[config.mk]
export PLATFORM = sky130hd
export DESIGN_NAME = spi_cs_delay_master
export DESIGN_NICKNAME = d
export VERILOG_FILES = /design/src/rtl/spi_cd_pkg.sv /design/src/rtl/spi_cd_scale.sv /design/src/rtl/spi_cd_timer.sv /design/src/rtl/spi_cd_shift.sv /design/src/rtl/spi_cs_delay_master.sv
export SDC_FILE = /design/constraint.sdc
export NUM_CORES = 1
export LEC_CHECK = 0
export BUFFER_PORTS_ARGS = -buffer_cell sky130_fd_sc_hd__buf_2
export CAP_MARGIN = 20
export CORE_ASPECT_RATIO = 0.8
export CORE_MARGIN = 1
export CORE_UTILIZATION = 30
export DETAILED_ROUTE_END_ITERATION = 6
export GPL_TIMING_DRIVEN = 0
export HOLD_SLACK_MARGIN = 0.02
export PLACE_DENSITY = 0.53
export SYNTH_ARGS = -nofsm -noshare
export SYNTH_HDL_FRONTEND = slang
export SYNTH_SLANG_ARGS = --single-unit
[constraint.sdc]
create_clock -name clk_i -period 10.1 [get_ports clk_i]
set_clock_uncertainty 0.15 [all_clocks]
set_input_delay 3.03 -clock clk_i [delete_from_list [all_inputs] [get_ports clk_i]]
set_output_delay 3.03 -clock clk_i [all_outputs]
set_load 0.01 [all_outputs]
[src/rtl/spi_cd_pkg.sv]
package spi_cd_pkg;
  localparam int MAX_BITS = 16;
  localparam int PRE_W    = 2;
  localparam int SC_W     = 4;
  localparam int CNT_W    = 3 + (1 << SC_W);
  localparam int EDGE_W   = $clog2(2 * MAX_BITS + 1);
  localparam int BIT_W    = $clog2(MAX_BITS + 1);
  localparam int IDX_W    = $clog2(MAX_BITS);

  typedef enum logic [1:0] {ST_IDLE, ST_LEAD, ST_XFER, ST_TRAIL} st_e;

  typedef struct packed {
    logic [3:0]       fsz;
    logic             cpol;
    logic             cpha;
    logic             lsb;
    logic [PRE_W-1:0] lead_pre;
    logic [PRE_W-1:0] trail_pre;
    logic [PRE_W-1:0] baud_pre;
    logic [SC_W-1:0]  lead_sc;
    logic [SC_W-1:0]  trail_sc;
    logic [SC_W-1:0]  baud_sc;
  } cfg_t;

  function automatic cfg_t cfg_decode(input logic [31:0] w);
    cfg_t c;
    c.fsz       = w[30:27];
    c.cpol      = w[26];
    c.cpha      = w[25];
    c.lsb       = w[24];
    c.lead_pre  = w[23:22];
    c.trail_pre = w[21:20];
    c.baud_pre  = w[17:16];
    c.lead_sc   = w[15:12];
    c.trail_sc  = w[11:8];
    c.baud_sc   = w[3:0];
    return c;
  endfunction
endpackage

[src/rtl/spi_cd_scale.sv]
module spi_cd_scale #(
  parameter int PRE_W = 2,
  parameter int SC_W  = 4,
  parameter int CNT_W = 19,
  parameter bit PRIME = 1'b0
) (
  input  logic [PRE_W-1:0] pre_i,
  input  logic [SC_W-1:0]  sc_i,
  output logic [CNT_W-1:0] cyc_o
);
  logic [2:0]    fac;
  logic [SC_W:0] shamt;

  generate
    if (PRIME) begin : g_prime
      always_comb begin
        case (pre_i)
          2'd0:    fac = 3'd2;
          2'd1:    fac = 3'd3;
          2'd2:    fac = 3'd5;
          default: fac = 3'd7;
        endcase
      end
    end else begin : g_odd
      assign fac = {pre_i, 1'b1};
    end
  endgenerate

  assign shamt = {1'b0, sc_i} + (SC_W+1)'(1);
  assign cyc_o = CNT_W'(fac) << shamt;
endmodule

[src/rtl/spi_cd_timer.sv]
module spi_cd_timer
  import spi_cd_pkg::*;
#(
  parameter int CNT_W  = 19,
  parameter int EDGE_W = 6
) (
  input  logic              clk_i,
  input  logic              rst_ni,
  input  logic              go_i,
  input  logic              cpol_i,
  input  logic [CNT_W-1:0]  lead_i,
  input  logic [CNT_W-1:0]  trail_i,
  input  logic [CNT_W-1:0]  half_i,
  input  logic [EDGE_W-1:0] edges_i,
  output logic              cs_n_o,
  output logic              sck_o,
  output logic              busy_o,
  output logic              done_o,
  output logic              edge_o,
  output logic [EDGE_W-1:0] edge_num_o
);
  st_e               st_q;
  logic [CNT_W-1:0]  cnt_q;
  logic [EDGE_W-1:0] ecnt_q;
  logic              cnt_zero;

  assign cnt_zero   = (cnt_q == '0);
  assign busy_o     = (st_q != ST_IDLE);
  assign edge_o     = cnt_zero && ((st_q == ST_LEAD) || (st_q == ST_XFER));
  assign edge_num_o = ecnt_q + EDGE_W'(1);

  always_ff @(posedge clk_i or negedge rst_ni) begin
    if (!rst_ni) begin
      st_q   <= ST_IDLE;
      cnt_q  <= '0;
      ecnt_q <= '0;
      sck_o  <= 1'b0;
      cs_n_o <= 1'b1;
      done_o <= 1'b0;
    end else begin
      done_o <= 1'b0;
      case (st_q)
        ST_IDLE: if (go_i) begin
          st_q   <= ST_LEAD;
          cs_n_o <= 1'b0;
          sck_o  <= cpol_i;
          cnt_q  <= lead_i - CNT_W'(1);
          ecnt_q <= '0;
        end
        ST_LEAD: if (cnt_zero) begin
          st_q   <= ST_XFER;
          sck_o  <= ~sck_o;
          ecnt_q <= EDGE_W'(1);
          cnt_q  <= half_i - CNT_W'(1);
        end else begin
          cnt_q <= cnt_q - CNT_W'(1);
        end
        ST_XFER: if (cnt_zero) begin
          sck_o  <= ~sck_o;
          ecnt_q <= edge_num_o;
          if (edge_num_o == edges_i) begin
            st_q  <= ST_TRAIL;
            cnt_q <= trail_i - CNT_W'(1);
          end else begin
            cnt_q <= half_i - CNT_W'(1);
          end
        end else begin
          cnt_q <= cnt_q - CNT_W'(1);
        end
        default: if (cnt_zero) begin
          st_q   <= ST_IDLE;
          cs_n_o <= 1'b1;
          done_o <= 1'b1;
        end else begin
          cnt_q <= cnt_q - CNT_W'(1);
        end
      endcase
    end
  end
endmodule

[src/rtl/spi_cd_shift.sv]
module spi_cd_shift #(
  parameter int DATA_W = 16,
  parameter int EDGE_W = 6,
  parameter int BIT_W  = 5,
  parameter int IDX_W  = 4
) (
  input  logic              clk_i,
  input  logic              rst_ni,
  input  logic              load_i,
  input  logic [DATA_W-1:0] tx_i,
  input  logic [BIT_W-1:0]  nbits_i,
  input  logic              cpha_i,
  input  logic              lsb_i,
  input  logic              edge_i,
  input  logic [EDGE_W-1:0] edge_num_i,
  input  logic              miso_i,
  output logic              mosi_o,
  output logic [DATA_W-1:0] rx_o
);
  logic [DATA_W-1:0] tx_q, rx_q;
  logic [BIT_W-1:0]  k_q, k_nxt, j_smp;
  logic [EDGE_W-1:0] half_e;
  logic              smp, adv;

  function automatic logic [IDX_W-1:0] bit_pos(input logic [BIT_W-1:0] b,
                                              input logic lsb,
                                              input logic [BIT_W-1:0] n);
    logic [BIT_W-1:0] p;
    p = lsb ? b : (n - BIT_W'(1) - b);
    return p[IDX_W-1:0];
  endfunction

  // edge e: sample slot and shift slot both derive from (e-1)>>1
  assign half_e = (edge_num_i - EDGE_W'(1)) >> 1;
  assign j_smp  = half_e[BIT_W-1:0];
  assign k_nxt  = cpha_i ? j_smp : j_smp + BIT_W'(1);
  assign smp    = edge_i && (edge_num_i[0] ^ cpha_i);
  assign adv    = edge_i && (edge_num_i[0] == cpha_i) && (k_nxt < nbits_i);

  assign mosi_o = tx_q[bit_pos(k_q, lsb_i, nbits_i)];
  assign rx_o   = rx_q;

  always_ff @(posedge clk_i or negedge rst_ni) begin
    if (!rst_ni) begin
      tx_q <= '0;
      rx_q <= '0;
      k_q  <= '0;
    end else if (load_i) begin
      tx_q <= tx_i;
      rx_q <= '0;
      k_q  <= '0;
    end else begin
      if (smp) rx_q[bit_pos(j_smp, lsb_i, nbits_i)] <= miso_i;
      if (adv) k_q <= k_nxt;
    end
  end
endmodule

[src/rtl/spi_cs_delay_master.sv]
module spi_cs_delay_master
  import spi_cd_pkg::*;
#(
  parameter int DATA_W = MAX_BITS
) (
  input  logic              clk_i,
  input  logic              rst_ni,
  input  logic              start_i,
  input  logic [31:0]       cfg_i,
  input  logic [DATA_W-1:0] tx_data_i,
  input  logic              miso_i,
  output logic              busy_o,
  output logic              done_o,
  output logic [DATA_W-1:0] rx_data_o,
  output logic              sck_o,
  output logic              mosi_o,
  output logic              cs_no
);
  cfg_t              cfg_new, cfg_q, cfg_use;
  logic              go, edge_stb;
  logic [BIT_W-1:0]  nbits;
  logic [EDGE_W-1:0] nedges, edge_num;
  logic [CNT_W-1:0]  lead_cyc, trail_cyc, half_cyc;

  assign cfg_new = cfg_decode(cfg_i);
  assign go      = start_i && !busy_o;
  assign cfg_use = busy_o ? cfg_q : cfg_new;

  always_ff @(posedge clk_i or negedge rst_ni) begin
    if (!rst_ni)  cfg_q <= '0;
    else if (go)  cfg_q <= cfg_new;
  end

  always_comb begin
    if (cfg_use.fsz < 4'd3) nbits = BIT_W'(4);
    else                    nbits = BIT_W'(cfg_use.fsz) + BIT_W'(1);
  end
  assign nedges = EDGE_W'({nbits, 1'b0});

  spi_cd_scale #(.PRE_W(PRE_W), .SC_W(SC_W), .CNT_W(CNT_W), .PRIME(1'b0)) u_lead (
    .pre_i(cfg_use.lead_pre), .sc_i(cfg_use.lead_sc), .cyc_o(lead_cyc));
  spi_cd_scale #(.PRE_W(PRE_W), .SC_W(SC_W), .CNT_W(CNT_W), .PRIME(1'b0)) u_trail (
    .pre_i(cfg_use.trail_pre), .sc_i(cfg_use.trail_sc), .cyc_o(trail_cyc));
  spi_cd_scale #(.PRE_W(PRE_W), .SC_W(SC_W), .CNT_W(CNT_W), .PRIME(1'b1)) u_baud (
    .pre_i(cfg_use.baud_pre), .sc_i(cfg_use.baud_sc), .cyc_o(half_cyc));

  spi_cd_timer #(.CNT_W(CNT_W), .EDGE_W(EDGE_W)) u_timer (
    .clk_i     (clk_i),
    .rst_ni    (rst_ni),
    .go_i      (go),
    .cpol_i    (cfg_use.cpol),
    .lead_i    (lead_cyc),
    .trail_i   (trail_cyc),
    .half_i    (half_cyc),
    .edges_i   (nedges),
    .cs_n_o    (cs_no),
    .sck_o     (sck_o),
    .busy_o    (busy_o),
    .done_o    (done_o),
    .edge_o    (edge_stb),
    .edge_num_o(edge_num)
  );

  spi_cd_shift #(.DATA_W(DATA_W), .EDGE_W(EDGE_W), .BIT_W(BIT_W), .IDX_W(IDX_W)) u_shift (
    .clk_i     (clk_i),
    .rst_ni    (rst_ni),
    .load_i    (go),
    .tx_i      (tx_data_i),
    .nbits_i   (nbits),
    .cpha_i    (cfg_use.cpha),
    .lsb_i     (cfg_use.lsb),
    .edge_i    (edge_stb),
    .edge_num_i(edge_num),
    .miso_i    (miso_i),
    .mosi_o    (mosi_o),
    .rx_o      (rx_data_o)
  );
endmodule

==> impl_results.md, run 1 <==
- Outcome: completed
- CP bufs+invs: 4
- Area growth from synthesis to layout: 14.09%
- Drt first pass iters: 5
- Initial detailed-routing violation count: 810
- Die height: 151.7 um
- Clk Latency, worst-skew pair: about 0.36 ns
- CP Cell Sequence: buf_2, mux2i_4, inv_2, ha_2, or4_1, o41ai_4, nand2b_1, ha_1, inv_2, ha_1, a21o_1, a21oi_1, nor2_1, nand3b_1, xnor2_2, mux4_2, buf_2
- Rel. slew slack: 0.3306
- Syn_nets: 1085
- Critical Path Sink Type: output port
- Number of I/O pins: 73
- Num Clock Sinks: 90
- Core area: 27430 um2
- RePlAce Congestion: 0.9373
- Worst Path Required: 6.92 ns
- Ys Warns: 0
- Grt total ovfl: 0
- Top post-synthesis cells by area: dfrtp_1, mux2_2, nand2_1, ha_1, a21oi_1
- Worst-path fanout max: 7
- Rows: 54
- Number of synthesized flops with an enable pin: 0
- VDD IR max: 0.09855 mV
- Total Routed Length: ~27000 um
- Diode count: 0
- Ys flop type: dfrtp_1
- Most frequent cells in the layout: nand2_1, dfrtp_1, nor2_1
- Worst EP arrival: 6.68 ns
- Final net count: 1162
- Fillers: 2915
- Total vias in the final route: 8082
- Vias in the first global route: 7613
- Wire length on met2: about 11000 um
- Syn Inst Count: 1004
- Drt drc: 0
- Port Buffers: 65
- CTS Buf Count: 9
- Clock buffer depth: 2
- Flop and latch count out of synthesis: 90
- Initial antenna violation count: 0
- Max incr delay on CP: 0.58 ns
- Sequential-to-total area share from yosys stat: 0.2680
- Max Freq: 101.5 MHz
- Startpoint types: input pin
- Final slew viol count: 0
- Post-route clock period utilization: 0.9759
- Tot GR Track Use: 0.1937
- Max cap viols: 0
- Unrepaired setup endpoints after global routing: no
- Setup violators final: 0
- Die ar.: 28700 um2
- Final Power: 0.7775 mW
- Post-synth top area share: 0.2649
- Synth Area per Inst: 8.375 um2
- Avg WL per Cell: around 19 um
- Most common cell after layout, fill and taps aside: nand2_1
- Critical path class: in2out
- M1 WL: 14020 um
- Top routing layer in use: met4
- Slowest-stage cell, CP: or4_1
- Dpl hpwl: 20940 um
- TritonCTS clock tree: built
- Die Wd: 189.2 um
- Largest net degree at the start of global routing: 52
- Post-layout util: 0.3497
- Root Buffer Master: clkbuf_16
- Lkg Pwr: 4.120 nW
- DP Area: 9219 um2
- Starting Density: 0.3065
- CP top delay family: simple AND/OR/NAND/NOR gates
- First-pass GRT wire length: between 40000 and 50000 um
- Async set-or-reset flop fraction in the synthesized netlist: 1.000
- Share of cells above drive strength 1: 0.1814
- Routed met3 length: 2108 um
- Syn Std Cell Area: between 8000 and 9000 um2
- H-tree depth: 3
- Fin area: 9593 um2
- Hold Fails Final Rpt: 0
- Worst slew pin tran: roughly 1 ns
- Final Critical Period: roughly 10 ns
- Hold WC Path Type: reg2reg
- Post-synth top area cell: dfrtp_1
- Post-DRT Antenna Nets: 0
- PwrDens: 81.05 nW/um2
- Via density: about 5.6
- CTS clk-pin slew, worst paths: 0.07 ns
- Yosys cell types: 99
-- cell families (layout without fill, tap and decap cells) --
kind of cell	Yosys count	after routing	synth area share
compound gates	295	295	0.2414
xor+xnor	58	58	0.06801
fa+ha+maj	29	29	0.04494
buf+inv	76	158	0.04286
flops	90	90	0.2680
mux	89	89	0.1177
simple gates	367	367	0.2171
-- stage by stage --
step           instances  setup slack [ns]  setup TNS [ns]  hold WS, ns
2_1_floorplan       1004            0.6087               0       0.3184
3_3_place_gp        1433           -0.1655         -0.1655       0.3284
3_5_place_dp        1434           -0.2153         -0.2153       0.3347
4_1_cts             1450           0.06296               0       0.3519
5_1_grt             1450          0.007934               0       0.3724
6_report            1450            0.2437               0       0.3498
-- Yosys cell counts, drive strengths merged (24+ instances only) --
| cell | count |
|---|---|
| nand2 | 128 |
| dfrtp | 89 |
| nor2 | 82 |
| o21ai | 64 |
| a21oi | 62 |
| mux2 | 57 |
| xnor2 | 32 |
| mux2i | 31 |
| nand3 | 30 |
| ha | 27 |
| o211ai | 27 |
| clkbuf | 26 |
| inv | 26 |
| buf | 24 |
-- registers in the layout, indices dropped and copies added, names as in the netlist --
name / cells
cfg_q: 24
u_timer.cnt_q: 19
u_shift.rx_o: 16
u_shift.tx_q: 16
u_timer.ecnt_q: 6
u_shift.k_q: 4
u_timer.st_q: 2
u_timer.cs_n_o: 1
u_timer.done_o: 1
u_timer.sck_o: 1
-- worst register-to-register path: cells and delay by family, from the launching register on --
kind                     cells  cell delay [ns]
AO/OA/AOI/OAI                5             1.26
adder cells (fa/ha/maj)      3             0.86
buffers and inverters       10             2.81
flip-flops                   1             0.41
multiplexers                 1             0.42
AND/OR/NAND/NOR              2             0.34
-- repair_timing --
action                     4_1_cts  5_1_grt
setup endpoints to repair        1        1
cloned                           0        0
setup buffers                    0        0
resized for setup                4        4
hold buffers                     0        0
-- power breakdown --
| group | internal (mW) | switching [mW] |
|---|---|---|
| sequential | 0.360 | 0 |
| clock | 0.227 | 0.165 |
| combinational | 0.00853 | 0.0166 |
| total | 0.596 | 0.182 |
-- final timing paths --
path	from	to	slack, ns	depth (start not counted)
setup / recovery	cfg_i[27]	mosi_o	0.24	17
hold reg to reg	u_shift.tx_q[3]	u_shift.tx_q[3]	0.35	1
max in group asynchronous	rst_ni	u_timer.cs_n_o	6.59	2
setup reg to reg	u_timer.st_q[1]	u_timer.cnt_q[16]	3.78	21
hold / removal	u_shift.tx_q[3]	u_shift.tx_q[3]	0.35	1
min in group asynchronous	rst_ni	u_shift.tx_q[0]	2.51	1
-- area by class of cell --
class,instances,area [um2],share of cell area
Tap cell,364,455.4,0.04748
Clock buffer,10,239.0,0.02491
Inverter,26,97.59,0.01017
Multi-Input combinational cell,838,5834,0.6082
Timing Repair Buffer,66,355.3,0.03704
Buffer,50,262.8,0.02739
Sequential cell,90,2253,0.2349
Clock inverter,6,95.09,0.009913
-- per-layer routing --
layer  GRT usage  vias to the layer above
li1            -                     3891
met1      0.2912                     3882
met2      0.2722                      288
met3     0.05067                       21
met4     0.03992                        0
met5           0                        -
No activity file was read; power rests on OpenSTA's default activity.
==> run 2: changes to the inputs <==
--- a/config.mk
+++ b/config.mk
@@ -13,6 +13,7 @@
 export DETAILED_ROUTE_END_ITERATION = 6
 export GPL_TIMING_DRIVEN = 0
 export HOLD_SLACK_MARGIN = 0.02
+export MAX_ROUTING_LAYER = met4
 export PLACE_DENSITY = 0.53
 export SYNTH_ARGS = -nofsm -noshare
 export SYNTH_HDL_FRONTEND = slang
==> run 2 against run 1 <==
Via count decreased by 0.40%. Utilization decreased by 0.16 points. Sequential share of layout area increased by 0.11 points. Clock power decreased by 8.7%. Register-to-register slack got worse by 0.05 ns. Power decreased by 4.4%. Global-route usage increased by 0.44 points. Combinational power about the same. Non-clock buffer count unchanged.
==> impl_results.md, run 2 (synthesis results as in run 1) <==
- Num Clock Sinks: 90 (unchanged)
- PwrDens: 77.82 nW/um2 (-4.0%)
- Max cap viols: 0 (unchanged)
- Grt total ovfl: 0 (unchanged)
- Die height: 151.7 um (unchanged)
- Via density: 5.552 (-0.40%)
- Unrepaired setup endpoints after global routing: no
- First-pass GRT wire length: 42780 um (-0.65%)
- Top Registers: cfg_q: 24 flops, u_timer.cnt_q: 19 flops
- Final net count: 1162 (unchanged)
- Drt drc: 0 (unchanged)
- Largest Register: cfg_q
- Drt first pass iters: 5 (unchanged)
- Clk Latency, worst-skew pair: 0.36 ns (about the same)
- Most frequent cells in the layout: nand2_1, dfrtp_1, nor2_1
- Port Buffers: 65 (unchanged)
- Post-DRT Antenna Nets: 0 (unchanged)
- RePlAce Congestion: 0.9372 (about the same)
- Number of I/O pins: 73 (unchanged)
- Rel. slew slack: 0.4034 (+0.07280)
- CTS clk-pin slew, worst paths: 0.07 ns (about the same)
- Setup violators final: 0 (unchanged)
- Hold Fails Final Rpt: 0 (unchanged)
- Final Power: 0.7430 mW (-4.4%)
- Worst slew pin tran: 0.8948 ns (-0.1092 ns)
- Slowest-stage cell, CP: or4_1
- Worst-path fanout max: 7 (unchanged)
- Startpoint types: input pin
- Dpl hpwl: 20810 um (-0.61%)
- Diode count: 0 (unchanged)
- VDD IR max: 0.08068 mV (-18%)
- Max Freq: 101.3 MHz (-0.13%)
- Outcome: completed
- Hold WC Path Type: reg2reg
- Post-layout util: 0.3481 (-0.001642)
- Avg WL per Cell: 18.53 um (-0.77%)
- TritonCTS clock tree: built
- Final Critical Period: 9.869 ns (+0.01272 ns)
- Rows: 54 (unchanged)
- H-tree depth: 3 (unchanged)
- Final slew viol count: 0 (unchanged)
- Lkg Pwr: 4.096 nW (-0.57%)
- Initial detailed-routing violation count: 755 (-6.8%)
- Post-CTS setup buffers: 0 (unchanged)
- Share of cells above drive strength 1: 0.1805 (-0.0009208)
- Root Buffer Master: clkbuf_16
- Clock buffer depth: 2 (unchanged)
- Pre-CTS setup slack: -0.2156 ns (-0.0003580 ns)
- Total vias in the final route: 8050 (-0.40%)
- Total Routed Length: 26870 um (-0.77%)
- CP Cell Sequence: buf_2, mux2i_4, inv_2, ha_2, or4_1, o41ai_2, nand2b_1, ha_1, inv_2, ha_1, a21o_1, a21oi_1, nor2_1, nand3b_1, xnor2_2, mux4_2, buf_2
- Vias in the first global route: 7505 (-1.4%)
- Post-route setup slack: 0.2310 ns (-0.01272 ns)
- Die Wd: 189.2 um (unchanged)
- Core area: 27430 um2 (unchanged)
- Starting Density: 0.3065 (unchanged)
- Largest net degree at the start of global routing: 54 (+3.8%)
- Finished Layout Cells: 1450 (unchanged)
- Max incr delay on CP: 0.55 ns (-0.03 ns)
- CTS Buf Count: 9 (unchanged)
- Most common cell after layout, fill and taps aside: nand2_1
- Post-route clock period utilization: 0.9771 (+0.001260)
- Area growth from synthesis to layout: 13.56%
- Worst Setup SP: cfg_i[27]
- Post-route setup TNS: 0 ns (unchanged)
- Worst r2r src: u_timer.st_q[1]
- Hold wc startpoint: u_timer.ecnt_q[5]
- Critical Path Sink Type: output port
- Worst EP arrival: 6.69 ns (about the same)
- Max reg flops: 24 (unchanged)
- Critical path class: in2out
- Tot GR Track Use: 0.1981 (+0.004405)
- Die ar.: 28700 um2 (unchanged)
- Initial antenna violation count: 0 (unchanged)
- Worst Path Required: 6.92 ns (about the same)
- Placed cells: 1434 (unchanged)
[run 2: cell count changes in the layout (fill, tap and decap cells not counted)]
cell and change:
bufinv_16 -1, clkbuf_1 +1, clkbuf_8 -1, clkinv_4 -1, clkinvlp_4 +2, o41ai_2 +1
o41ai_4 -1
[run 2: path summary, 6_finish.rpt]
kind	end	slack [ns]	cells after the start
hold / removal	u_timer.ecnt_q[5]	0.35	2
min in group asynchronous	u_shift.tx_q[0]	2.50	1
max in group asynchronous	u_timer.cs_n_o	6.59	2
setup reg to reg	u_timer.cnt_q[16]	3.73	21
hold reg to reg	u_timer.ecnt_q[5]	0.35	2
setup / recovery	mosi_o	0.23	17
[run 2: report_power, final]
part	leakage (nW)	internal, mW	switching, mW
logic	2.75	0.00853	0.0163
registers	1.21	0.360	0
clock network	0.140	0.195	0.163
[run 2: timing repair]
item                                    CTS  global route
endpoints found under the setup margin    1             1
hold buffers                              0             0
pin swaps                                 0             1
resized for setup                         4             3
[run 2: layout make-up]
class	count	area, um2
Fill cell	2946	17880
Multi-Input combinational cell	838	5823
Sequential cell	90	2253
Tap cell	364	455.4
Timing Repair Buffer	66	355.3
Buffer	50	262.8
Clock buffer	10	229.0
Inverter	26	97.59
Clock inverter	6	71.32
[run 2: metrics by stage]
stage                     instance area [um2]  hold WS (ns)
after global placement                   9189        0.3314
after global routing                     9548        0.3655
after floorplan                          8408        0.3184
after CTS                                9537        0.3518
after detailed placement                 9219        0.3370
final                                    9548        0.3514
[run 2: critical path: cells and delay by family]
family	cells	cell delay (ns)
compound gates	3	0.49
xor+xnor	1	0.20
fa+ha+maj	3	0.74
buf+inv	4	0.49
mux	2	0.72
simple gates	4	1.03
[run 2: metal layers]
layer | global-route usage | vias up | share of wire
li1 | - | 3894 | -
met4 | 0.04758 | 0 | 0.013
met1 | 0.3013 | 3859 | 0.53
met3 | 0.03386 | 21 | 0.068
met5 | - | - | 0
met2 | 0.2645 | 276 | 0.39
